<file path="src/rtl/calarm_pkg.sv">
package calarm_pkg;

    localparam int WORD_W     = 32;
    localparam int NUM_FIELDS = 6;
    localparam int SEL_W      = 3;

    typedef enum logic [1:0] {
        ST_OFF  = 2'd0,
        ST_WAIT = 2'd1,
        ST_SEEN = 2'd2
    } arm_state_e;

    // field order: seconds, minutes, hours, day, month, year
    function automatic int fld_lsb(input int idx);
        case (idx)
            0: return 0;
            1: return 6;
            2: return 12;
            3: return 17;
            4: return 22;
            default: return 26;
        endcase
    endfunction

    function automatic int fld_width(input int idx);
        case (idx)
            0: return 6;
            1: return 6;
            2: return 5;
            3: return 5;
            4: return 4;
            default: return 6;
        endcase
    endfunction

endpackage

</file>
<file path="src/rtl/calarm_mask_decode.sv">
module calarm_mask_decode
    import calarm_pkg::*;
#(
    parameter int N_FLD = NUM_FIELDS,
    parameter int SW    = SEL_W
) (
    input  logic [SW-1:0]    sel,
    output logic [N_FLD-1:0] field_en,
    output logic             alarm_on
);

    localparam int MAX_SEL = N_FLD;

    always_comb begin
        alarm_on = (int'(sel) >= 1) && (int'(sel) <= MAX_SEL);
    end

    for (genvar g = 0; g < N_FLD; g++) begin : g_en
        assign field_en[g] = alarm_on && (int'(sel) > g);
    end

endmodule

</file>
<file path="src/rtl/calarm_field_cmp.sv">
module calarm_field_cmp
    import calarm_pkg::*;
#(
    parameter int N_FLD = NUM_FIELDS,
    parameter int WW    = WORD_W
) (
    input  logic [WW-1:0]    word,
    input  logic [WW-1:0]    alarm,
    input  logic [N_FLD-1:0] field_en,
    output logic             hit
);

    logic [N_FLD-1:0] fld_eq;

    for (genvar g = 0; g < N_FLD; g++) begin : g_fld
        localparam int LSB = fld_lsb(g);
        localparam int WID = fld_width(g);
        assign fld_eq[g] = (word[LSB +: WID] == alarm[LSB +: WID]);
    end

    always_comb begin
        hit = (|field_en) && (&(fld_eq | ~field_en));
    end

endmodule

</file>
<file path="src/rtl/calarm_arm_fsm.sv">
module calarm_arm_fsm
    import calarm_pkg::*;
(
    input  logic       clk,
    input  logic       rst_n,
    input  logic       tick,
    input  logic       hit,
    input  logic       alarm_on,
    input  logic       cfg_wr,
    input  logic       cfg_on_next,
    output logic       set_pulse,
    output arm_state_e state
);

    arm_state_e state_q, state_d;

    always_ff @(posedge clk or negedge rst_n) begin
        if (!rst_n) state_q <= ST_OFF;
        else        state_q <= state_d;
    end

    always_comb begin
        state_d = state_q;
        if (cfg_wr) begin
            state_d = cfg_on_next ? ST_WAIT : ST_OFF;
        end else begin
            unique case (state_q)
                ST_OFF:  if (alarm_on) state_d = ST_WAIT;
                ST_WAIT: begin
                    if (!alarm_on)          state_d = ST_OFF;
                    else if (hit && !tick)  state_d = ST_SEEN;
                end
                ST_SEEN: begin
                    if (!alarm_on)  state_d = ST_OFF;
                    else if (tick)  state_d = ST_WAIT;
                end
                default: state_d = ST_OFF;
            endcase
        end
    end

    always_comb begin
        set_pulse = (state_q == ST_SEEN) && tick && !cfg_wr;
        state     = state_q;
    end

    // a configuration write never leaves a noted agreement behind
    p_write_drops_r6: assert property (@(posedge clk) disable iff (!rst_n)
        cfg_wr |=> (state_q != ST_SEEN));

    // a disabled alarm cannot reach the noted state
    p_off_never_seen_r3: assert property (@(posedge clk) disable iff (!rst_n)
        (!alarm_on && !cfg_wr) |=> (state_q != ST_SEEN));

    // a match during a tick cycle in WAIT is not noted
    p_tick_no_note_r5: assert property (@(posedge clk) disable iff (!rst_n)
        (state_q == ST_WAIT && tick) |=> (state_q != ST_SEEN));

endmodule

</file>
<file path="src/rtl/calarm_top.sv">
module calarm_top
    import calarm_pkg::*;
(
    input  logic        clk,
    input  logic        rst_n,
    input  logic        cnt_tick,
    input  logic [31:0] cal_word,
    input  logic        alm_wr,
    input  logic [31:0] alm_wdata,
    input  logic        msk_wr,
    input  logic [2:0]  msk_wdata,
    input  logic        ien_wr,
    input  logic        ien_wdata,
    input  logic        flag_w1c,
    output logic [31:0] alm_value,
    output logic [2:0]  msk_value,
    output logic        alm_flag,
    output logic        alm_irq
);

    logic [WORD_W-1:0]     alarm_q;
    logic [SEL_W-1:0]      mask_q;
    logic                  ien_q;
    logic                  flag_q;
    logic [NUM_FIELDS-1:0] en_cur, en_new;
    logic                  on_cur, on_new;
    logic                  hit;
    logic                  set_pulse;
    logic                  cfg_wr;
    logic                  cfg_on_next;
    arm_state_e            arm_state;

    always_ff @(posedge clk or negedge rst_n) begin
        if (!rst_n) begin
            alarm_q <= '0;
            mask_q  <= '0;
            ien_q   <= 1'b0;
        end else begin
            if (alm_wr) alarm_q <= alm_wdata;
            if (msk_wr) mask_q  <= msk_wdata;
            if (ien_wr) ien_q   <= ien_wdata;
        end
    end

    calarm_mask_decode #(.N_FLD(NUM_FIELDS), .SW(SEL_W)) u_dec_cur (
        .sel(mask_q), .field_en(en_cur), .alarm_on(on_cur)
    );

    calarm_mask_decode #(.N_FLD(NUM_FIELDS), .SW(SEL_W)) u_dec_new (
        .sel(msk_wdata), .field_en(en_new), .alarm_on(on_new)
    );

    calarm_field_cmp #(.N_FLD(NUM_FIELDS), .WW(WORD_W)) u_cmp (
        .word(cal_word), .alarm(alarm_q), .field_en(en_cur), .hit(hit)
    );

    always_comb begin
        cfg_wr      = alm_wr || msk_wr;
        cfg_on_next = msk_wr ? on_new : on_cur;
    end

    calarm_arm_fsm u_fsm (
        .clk(clk), .rst_n(rst_n), .tick(cnt_tick), .hit(hit),
        .alarm_on(on_cur), .cfg_wr(cfg_wr), .cfg_on_next(cfg_on_next),
        .set_pulse(set_pulse), .state(arm_state)
    );

    always_ff @(posedge clk or negedge rst_n) begin
        if (!rst_n)         flag_q <= 1'b0;
        else if (set_pulse) flag_q <= 1'b1;
        else if (flag_w1c)  flag_q <= 1'b0;
    end

    always_comb begin
        alm_value = alarm_q;
        msk_value = mask_q;
        alm_flag  = flag_q;
        alm_irq   = flag_q && ien_q;
    end

    // the flag only rises on a count tick
    p_flag_on_tick_r4: assert property (@(posedge clk) disable iff (!rst_n)
        $rose(alm_flag) |-> $past(cnt_tick));

    // a noted agreement plus a tick raises the flag
    p_seen_sets_r4: assert property (@(posedge clk) disable iff (!rst_n)
        (arm_state == ST_SEEN && cnt_tick && !cfg_wr) |=> alm_flag);

    // a clear without a tick drops the flag
    p_clear_r7: assert property (@(posedge clk) disable iff (!rst_n)
        (flag_w1c && !cnt_tick) |=> !alm_flag);

    // disabling the enable silences the interrupt
    p_ien_off_r8: assert property (@(posedge clk) disable iff (!rst_n)
        (ien_wr && !ien_wdata) |=> !alm_irq);

endmodule

</file>
<file path="config.mk">
export PLATFORM = sky130hd
export DESIGN_NAME = calarm_top
export DESIGN_NICKNAME = d
export VERILOG_FILES = /design/src/rtl/calarm_pkg.sv /design/src/rtl/calarm_mask_decode.sv /design/src/rtl/calarm_field_cmp.sv /design/src/rtl/calarm_arm_fsm.sv /design/src/rtl/calarm_top.sv
export SDC_FILE = /design/constraint.sdc
export NUM_CORES = 1
export LEC_CHECK = 0
export ABC_AREA = 1
export BUFFER_PORTS_ARGS = -buffer_cell sky130_fd_sc_hd__buf_2
export CORE_MARGIN = 3
export CORE_UTILIZATION = 43
export DETAILED_ROUTE_END_ITERATION = 6
export PLACE_DENSITY = 0.77
export SYNTH_ARGS = -nofsm -noshare
export SYNTH_HDL_FRONTEND = slang
export SYNTH_HIERARCHICAL = 1
export SYNTH_SLANG_ARGS = --single-unit
</file>
<file path="constraint.sdc">
create_clock -name clk -period 1.6 [get_ports clk]
set_input_delay 0.4 -clock clk [delete_from_list [all_inputs] [get_ports clk]]
set_output_delay 0.4 -clock clk [all_outputs]
set_load 0.005 [all_outputs]
</file>
==> metrics.cfg, run 1 <==
[outcome]
run_status=complete, but fails checks
violations=negative setup slack

[floorplan]
die_width_microns=80.6
io-pin-count=112
fp-row-count=26
die_height_microns=80.6
start_util_pct=45.7
fp.dieArea_sq_mm=0.00650
coreArea_sq_mm=0.00524

[critical_path]
path_common_cell=nand2_1
cp_num_buf_inv=1
critical-path-top-delay-family=simple AND/OR/NAND/NOR gates
worstPathArrival_ps=1840
crit_fanout=6
crit_chain=buf_6 > nand2_1 > nand2_2 > nor2_1 > nand2_1 > nor3_2 > a21oi_2 > nand2_1 > nor2_1 > nand2_1 > nand2_1 > nand3_2 > nand2_2 > nand2_1 > nand2_1
required_ps=1780
crit_path_max_incr_delay_ps=460
cp_slowest_cell=dfrtp_2
crit_type=reg2reg
cp-end-kind=flop
start_kind=flop

[routing]
postRouteWirelength_microns=5940
via_per_inst=4.39
vias=2446
avgRoutedWirePerCell_microns=10.7
drt_iter0_drc=64
ant_nets=0
drc=0
first_pass_iters=4

[power]
power_leakage_nw=2.03
max-vdd-ir-drop_mv=0.451
cellPowerDensity_mw_per_mm2=776
power_w=0.00247

[cells_and_area]
syn2layout_area_growth_pct=32.7
drive_above_1_share_pct=33.5
final_cells=557
diodes=0
finish.net_count=561
final_util_pct=60.7
finalInstanceArea_sq_mm=0.00318

[place]
port-buffer-count=111
dpl.hpwl_microns=4680
routabilityCongestion=0.807
dpl_cell_area_sq_mm=0.00305
placedCellCount=546

[worst_hold_path]
hp-class=in2async

[global_routing]
track_usage_pct=18.5
grt_pass1_wl_microns=9430
overflow=0
antenna_found_initial=0
grt_max_degree=33
grt_pass1_vias=2281

[clock_network]
cts_hold_buffers=0
numCtsBuffers=5
cts_tree=built
cts-root-to-sink-buffers=2
clk_latency_ps=290
cts_root_buffer=clkbuf_8
cts.sinks=39
clk_pin_slew_ps=70
htreeDepth=2

[timing]
period_minus_slack_ps=1660
setup_viol=2
finalCritPeriodShare_pct=104
relSlewSlack_pct=73.4
grt_setup_unrepaired=yes
drv_slew=0
hold_viol=0
finalClockSkew_ps=4.16
worst_slew_pin_slew_ps=399
fmax_mhz=604
finalWorstSetupSlack_ps=-56.7

[synth]
synth_fp_nets=435
avgSynthCellArea_sq_um=6.66
netlist_area_sq_mm=0.00240
yosys_warnings=6
synthCells=360

[run]
cap_viol_max_count=0

## power by group
part / switching [W] / internal (W) / total (W)
Combinational: 0.000347 / 0.000311 / 0.000658
Clock: 0.000329 / 0.000306 / 0.000635
Sequential: 0.0000982 / 0.00108 / 0.00118
## layout by cell type (no fill, tap or decap), drive strengths merged
cell      n
xnor2     2
nand2   195
a21oi     4
or2       2
dfrtp    39
clkbuf    7
o21ai     1
nor4      1
inv      53
clkinv    1
xor2      8
buf     126
nor2     34
nand3    11
nor3      3
## final timing paths
check	startpoint	to	slack, ps	cells past startpoint
max in group asynchronous	rst_n	ien_q	1110	2
worst min register to register	ien_q	ien_q	480	2
min in group clk	alm_wdata[20]	alm_value[20]	310	3
worst max-delay path	msk_value[1]	u_fsm/state[0]	-60	15
worst max register to register	msk_value[1]	u_fsm/state[0]	-60	15
worst min-delay path	rst_n	alm_value[26]	30	1
## per-layer routing
| layer | vias to the layer above | global-route usage [%] | share of wire [%] |
|---|---|---|---|
| met5 | - | 0 | 0 |
| met4 | 0 | 3.55 | 0.61 |
| li1 | 1294 | - | - |
| met1 | 1062 | 20.5 | 40 |
| met2 | 85 | 34.3 | 50 |
| met3 | 5 | 6.17 | 9.0 |
## through the flow
| stage | TNS [ps] | hold slack, ps | worst slack [ps] |
|---|---|---|---|
| 2_1_floorplan | 0 | 104 | 37.5 |
| 3_3_place_gp | -31.2 | 347 | -16.6 |
| 3_5_place_dp | -155 | 352 | -77.8 |
| 4_1_cts | -105 | 33.4 | -53.7 |
| 5_1_grt | -455 | 40.7 | -239 |
| 6_report | -110 | 27.8 | -56.7 |
## timing repair
item / CTS / global route
setup buffers: 0 / 3
endpoints found under the setup margin: 2 / 2
gates resized for setup: 2 / 7
pin swaps: 0 / 5
## sequential cells by signal, summed over array words and instances (netlist names)
name         count
alm_value       32
msk_value        3
u_fsm/state      2
alm_flag         1
ien_q            1
## cell type report
cell class / instances / area [sq um]
Tap cell: 70 / 87.6
Sequential cell: 39 / 980
Multi-Input combinational cell: 261 / 1140
Timing Repair Buffer: 126 / 684
Fill cell: 493 / 2060
Clock inverter: 1 / 5.00
Clock buffer: 7 / 76.3
Inverter: 53 / 206
Power figures use the tool's default switching activity.
==> inputs of run 2 (changes only) <==
ABC_AREA = unset   (was 1)
CORE_UTILIZATION = 40   (was 43)
PLACE_DENSITY = 0.75   (was 0.77)
SLEW_MARGIN = 10   (was unset)
==> metrics.cfg, run 2 <==
[cells_and_area]
multi_input_area_sq_mm=0.00114  ; -0.22%
final_cells=381  ; -32%
most-common-layout-cells=buf_2 (111), buf_4 (43), dfrtp_1 (36)
largest_reg_flops=32  ; unchanged
diodes=0  ; unchanged
drive_above_1_share_pct=67.8  ; +34 points
fillCellCount=407  ; -17%
syn2layout_area_growth_pct=49.0
seq_area_sq_um=980  ; unchanged
final_util_pct=64.5  ; +3.8 points
finish.net_count=388  ; -31%
final_common_cell=buf_2

[routing]
drc=0  ; unchanged
vias=1738  ; -29%
first_pass_iters=4  ; unchanged
drt_iter0_drc=53  ; -17%
postRouteWirelength_microns=5330  ; -10%
avgRoutedWirePerCell_microns=14.0  ; +31%
via_per_inst=4.56  ; +3.9%
ant_nets=0  ; unchanged

[critical_path]
critical-path-top-delay-family=simple AND/OR/NAND/NOR gates
required_ps=1770  ; about the same
r2r_cells=8  ; -7
crit_fanout=7  ; +1
cp-end-kind=flop
cp_num_buf_inv=0  ; -1
crit_type=reg2reg
crit_path_max_incr_delay_ps=520  ; +60 ps
r2r_setup_slack_ps=-470  ; -420 ps
r2r-end=u_fsm/state[1]
start_kind=flop
worstPathArrival_ps=2240  ; +400 ps
r2r-start=msk_value[1]
cp_slowest_cell=or4_4
crit_chain=and3_4 > nor2_2 > or4_4 > o311ai_4 > nor2_1 > nor2b_1 > mux2i_1 > nor3b_2

[synth]
yosys_warnings=6  ; unchanged
netlist_area_sq_mm=0.00214  ; -11%
synthCells=155  ; -57%
avgSynthCellArea_sq_um=13.8  ; +110%
synth_fp_nets=230  ; -47%

[place]
port-buffer-count=111  ; unchanged
dpl.hpwl_microns=4370  ; -6.8%
placedCellCount=372  ; -32%
routabilityCongestion=0.779  ; -3.5%

[clock_network]
htreeDepth=2  ; unchanged
cts_tree=built
cts_root_buffer=clkbuf_8
clk_latency_ps=290  ; about the same
clk_pin_slew_ps=80  ; about the same
cts.sinks=39  ; unchanged
cts_hold_buffers=0  ; unchanged
numCtsBuffers=5  ; unchanged
cts-root-to-sink-buffers=2  ; unchanged

[timing]
finalClockSkew_ps=10.4  ; +6.21 ps
finalCritPeriodShare_pct=130  ; +26 points
fmax_mhz=482  ; -20%
setup_viol=2  ; unchanged
worst_slew_pin_slew_ps=457  ; +58.3 ps
period_minus_slack_ps=2070  ; +416 ps
grt_setup_unrepaired=yes
hold_viol=0  ; unchanged
relSlewSlack_pct=69.2  ; -4.2 points
drv_slew=0  ; unchanged
finalWorstSetupSlack_ps=-473  ; -416 ps

[power]
max-vdd-ir-drop_mv=0.543  ; +20%
cellPowerDensity_mw_per_mm2=819  ; +5.5%
power_leakage_nw=1.64  ; -19%

[global_routing]
antenna_found_initial=0  ; unchanged
grt_pass1_wl_microns=8720  ; -7.5%
grt_pass1_vias=1890  ; -17%
track_usage_pct=17.8  ; -0.69 points
overflow=0  ; unchanged
grt_max_degree=26  ; -21%

[floorplan]
coreArea_sq_mm=0.00494  ; -5.6%
die_height_microns=79.2  ; -1.8%
die_width_microns=79.2  ; -1.8%
fp.dieArea_sq_mm=0.00627  ; -3.7%
fp-row-count=25  ; -3.8%
io-pin-count=112  ; unchanged
start_util_pct=43.3  ; -2.4 points

[run]
cap_viol_max_count=0  ; unchanged

[worst_hold_path]
hp-class=in2async

[outcome]
run_status=complete, but fails checks
violations=negative setup slack

==> run 2: worst max-delay path by stage <==
| stage | from | end | slack, ps | cells past startpoint |
|---|---|---|---|---|
| 6_report | msk_value[1] | u_fsm/state[1] | -470 | 8 |
| 5_1_grt | msk_value[1] | u_fsm/state[1] | -600 | 8 |
| 4_1_cts | msk_value[2] | u_fsm/state[1] | -530 | 8 |
| 3_5_place_dp | msk_value[0] | u_fsm/state[1] | -570 | 8 |
| 3_3_place_gp | msk_value[0] | u_fsm/state[1] | -410 | 8 |
| 2_1_floorplan | msk_value[0] | u_fsm/state[1] | -340 | 8 |
==> run 2: layer usage <==
metal / global-route usage [%] / up-vias / share of wire, %
met5: 0 / - / 0
met4: 5.67 / 0 / 1.4
met3: 4.99 / 7 / 6.6
met2: 31.5 / 57 / 53
met1: 20.7 / 812 / 39
li1: - / 862 / -
==> run 2: power breakdown <==
part           leakage [nW]  internal, W  total, W  switching [W]
registers             0.457      0.00108   0.00117      0.0000834
clock network        0.0412     0.000305  0.000649       0.000344
logic                  1.14     0.000502  0.000797       0.000295
total                  1.64      0.00189   0.00261       0.000722
==> run 2: repair_timing <==
item | CTS | global route
buffers inserted | 1 | 0
gates resized for setup | 1 | 6
hold endpoints to repair | 0 | 0
endpoints found under the setup margin | 2 | 2
pin swaps | 5 | 6
==> run 2: worst register-to-register path: cells and delay by family, from the launching register on <==
kind,cells,cell delay [ps]
multiplexers,1,180
AND/OR/NAND/NOR,6,1080
flip-flops,1,450
AO/OA/AOI/OAI,1,240
==> run 2: area by class of cell <==
cell class | count | share of cell area (%)
Clock inverter | 2 | 0.392
Inverter | 1 | 0.118
Sequential cell | 39 | 30.7
Multi-Input combinational cell | 111 | 35.7
Timing Repair Buffer | 155 | 28.2
Clock buffer | 6 | 2.28
Tap cell | 67 | 2.63
==> run 2: through the flow <==
stage / power, W / TNS [ps] / cell area [sq um] / hold WS [ps] / setup slack (ps)
2_1_floorplan: 0.00153 / -676 / 2150 / 104 / -345
3_5_place_dp: 0.00195 / -1110 / 3060 / 328 / -565
4_1_cts: 0.00262 / -1060 / 3160 / 9.73 / -532
5_1_grt: 0.00277 / -1170 / 3190 / 21.9 / -601
6_report: 0.00261 / -943 / 3190 / 1.51 / -473
3_3_place_gp: 0.00193 / -799 / 3060 / 333 / -405
==> inputs of run 3 (changes only) <==
ABC_AREA = 1   (was unset)
CORE_MARGIN = 2   (was 3)
PLACE_DENSITY = 0.73   (was 0.75)
==> metrics.cfg, run 3 (synthesis gave the netlist of run 1 again) <==
[floorplan]
fp-row-count=28  ; +12%
fp.dieArea_sq_mm=0.00663  ; +5.7%
start_util_pct=41.0  ; -2.4 points
io-pin-count=112  ; unchanged
die_height_microns=81.4  ; +2.8%
coreArea_sq_mm=0.00585  ; +18%
die_width_microns=81.4  ; +2.8%

[power]
combPwrFrac_pct=24.4  ; -6.1 points
power_leakage_nw=2.05  ; +25%
p_sw_w=0.000781  ; +8.1%
power.internal_w=0.00189  ; about the same
max-vdd-ir-drop_mv=0.384  ; -29%
power_frac_clock_pct=31.6  ; +6.8 points
p_seq_share_pct=44.0  ; -0.6 points
sw_frac_of_total_pct=29.2  ; +1.6 points
cellPowerDensity_mw_per_mm2=830  ; +1.4%

[worst_hold_path]
hp-class=in2async

[timing]
drv_slew=0  ; unchanged
period_minus_slack_ps=1650  ; -421 ps
worst_slew_pin_slew_ps=382  ; -75.3 ps
setup_viol=2  ; unchanged
finalCritPeriodShare_pct=103  ; -26 points
finalWorstSetupSlack_ps=-52.0  ; +421 ps
hold_viol=0  ; unchanged
finalClockSkew_ps=3.02  ; -7.36 ps
relSlewSlack_pct=74.5  ; +5.3 points
tns_ps=-99.4  ; +843 ps
fin_worst_hold_slack_ps=18.4  ; +16.9 ps
fmax_mhz=605  ; +25%
grt_setup_unrepaired=yes

[critical_path]
crit_fanout=5  ; -2
start_kind=flop
crit_path_max_incr_delay_ps=450  ; -70 ps
cp_num_buf_inv=1  ; +1
crit_type=reg2reg
path_common_cell=nand2_1
critical-path-top-delay-family=simple AND/OR/NAND/NOR gates
crit_chain=nor2_4 > nand2_2 > nand2_2 > buf_4 > nor2_2 > nor3_2 > a21oi_2 > nand2_1 > nor2_1 > nand2_1 > nand2_1 > nand3_2 > nand2_2 > nand2_1 > nand2_1
cp_slowest_cell=dfrtp_2
r2r_setup_slack_ps=-50  ; +420 ps
r2r-start=msk_value[0]
required_ps=1790  ; +20 ps
cp-end-kind=flop
crit_start=msk_value[0]
worstPathArrival_ps=1840  ; -400 ps

[global_routing]
grt_pass1_vias=2258  ; +19%
antenna_found_initial=0  ; unchanged
overflow=0  ; unchanged
grt_pass1_wl_microns=9110  ; +4.5%
grt_max_degree=33  ; +27%
track_usage_pct=17.7  ; -0.13 points

[place]
dpl_cell_area_sq_mm=0.00306  ; about the same
place_ws_ps=-60.6  ; +505 ps
port-buffer-count=111  ; unchanged
dpl.hpwl_microns=4480  ; +2.6%
routabilityCongestion=0.835  ; +7.3%

[cells_and_area]
syn2layout_area_growth_pct=34.3
most-common-layout-cells=nand2_1 (179), buf_2 (111), inv_1 (49)
drive_above_1_share_pct=34.1  ; -34 points
finish.net_count=561  ; +45%
finalInstanceArea_sq_mm=0.00322  ; +0.86%
largest_reg_flops=32  ; unchanged
fillCellCount=585  ; +44%
diodes=0  ; unchanged
final_common_cell=nand2_1

[routing]
via_per_inst=4.31  ; -5.4%
postRouteWirelength_microns=5740  ; +7.7%
avgRoutedWirePerCell_microns=10.2  ; -27%
vias=2424  ; +39%
first_pass_iters=4  ; unchanged
drc=0  ; unchanged
ant_nets=0  ; unchanged
drt_iter0_drc=84  ; +58%

[clock_network]
clk_latency_ps=290  ; about the same
cts-root-to-sink-buffers=2  ; unchanged
cts.sinks=39  ; unchanged
clk_pin_slew_ps=80  ; about the same
numCtsBuffers=5  ; unchanged
htreeDepth=2  ; unchanged
cts_hold_buffers=0  ; unchanged
cts_tree=built
cts_root_buffer=clkbuf_8

[run]
cap_viol_max_count=0  ; unchanged

[outcome]
violations=negative setup slack
run_status=complete, but fails checks

-- run 3: cell types whose count changed in the layout (fill, tap and decap cells not counted), sizes merged, moves of 9 or more --
cell / change
nand2: +194
inv: +52
mux2: -37
buf: -29
nor2: +28
xnor2: -17
nand3: +9
-- run 3: path summary, 6_finish.rpt --
path / endpoint / depth (start not counted)
worst max-delay path: u_fsm/state[0] / 15
worst min-delay path: alm_value[28] / 1
worst max register to register: u_fsm/state[0] / 15
worst min register to register: ien_q / 2
max in group asynchronous: ien_q / 2
min in group clk: alm_value[27] / 3
-- run 3: power groups by stage --
stage / clock network (W) / registers (W) / logic (W)
floorplan: 0 / 0.00119 / 0.000348
global placement: 0 / 0.00118 / 0.000620
detailed placement: 0 / 0.00119 / 0.000641
CTS: 0.000879 / 0.00117 / 0.000659
global route: 0.000921 / 0.00119 / 0.000743
finish: 0.000844 / 0.00118 / 0.000652
-- run 3: worst register-to-register path, stage by stage (launching register included) --
cell and delay (ps):
dfrtp_2 450, nor2_4 130, nand2_2 70, nand2_2 70
buf_4 110, nor2_2 40, nor3_2 190, a21oi_2 40
nand2_1 60, nor2_1 40, nand2_1 50, nand2_1 50
nand3_2 80, nand2_2 60, nand2_1 60, nand2_1 40
-- run 3: cell type report --
cell class	instances	area [sq um]	share of cell area (%)
Sequential cell	39	980	30.5
Inverter	53	206	6.42
Timing Repair Buffer	126	681	21.2
Clock buffer	6	82.6	2.57
Multi-Input combinational cell	261	1140	35.4
Clock inverter	2	35.0	1.09
Tap cell	75	93.8	2.92
-- run 3: per-layer routing --
metal / vias up / GRT usage (%) / share of wire (%)
li1: 1299 / - / -
met3: 12 / 4.00 / 7.3
met2: 85 / 32.1 / 47
met1: 1028 / 19.8 / 43
met5: - / 0 / 0
met4: 0 / 7.12 / 2.3
-- run 3: per-stage QoR --
| step | std cells | power (W) | utilization, % |
|---|---|---|---|
| 5_1_grt | 562 | 0.00286 | 55.0 |
| 3_5_place_dp | 551 | 0.00183 | 52.3 |
| 6_report | 562 | 0.00267 | 55.0 |
| 2_1_floorplan | 360 | 0.00154 | - |
| 3_3_place_gp | 551 | 0.00180 | 52.3 |
| 4_1_cts | 562 | 0.00271 | 54.9 |
-- run 3: timing repair --
| action | in CTS | in global routing |
|---|---|---|
| endpoints found under the setup margin | 2 | 2 |
| resized for setup | 6 | 2 |
| buffers inserted | 3 | 0 |
| pin swaps | 9 | 1 |
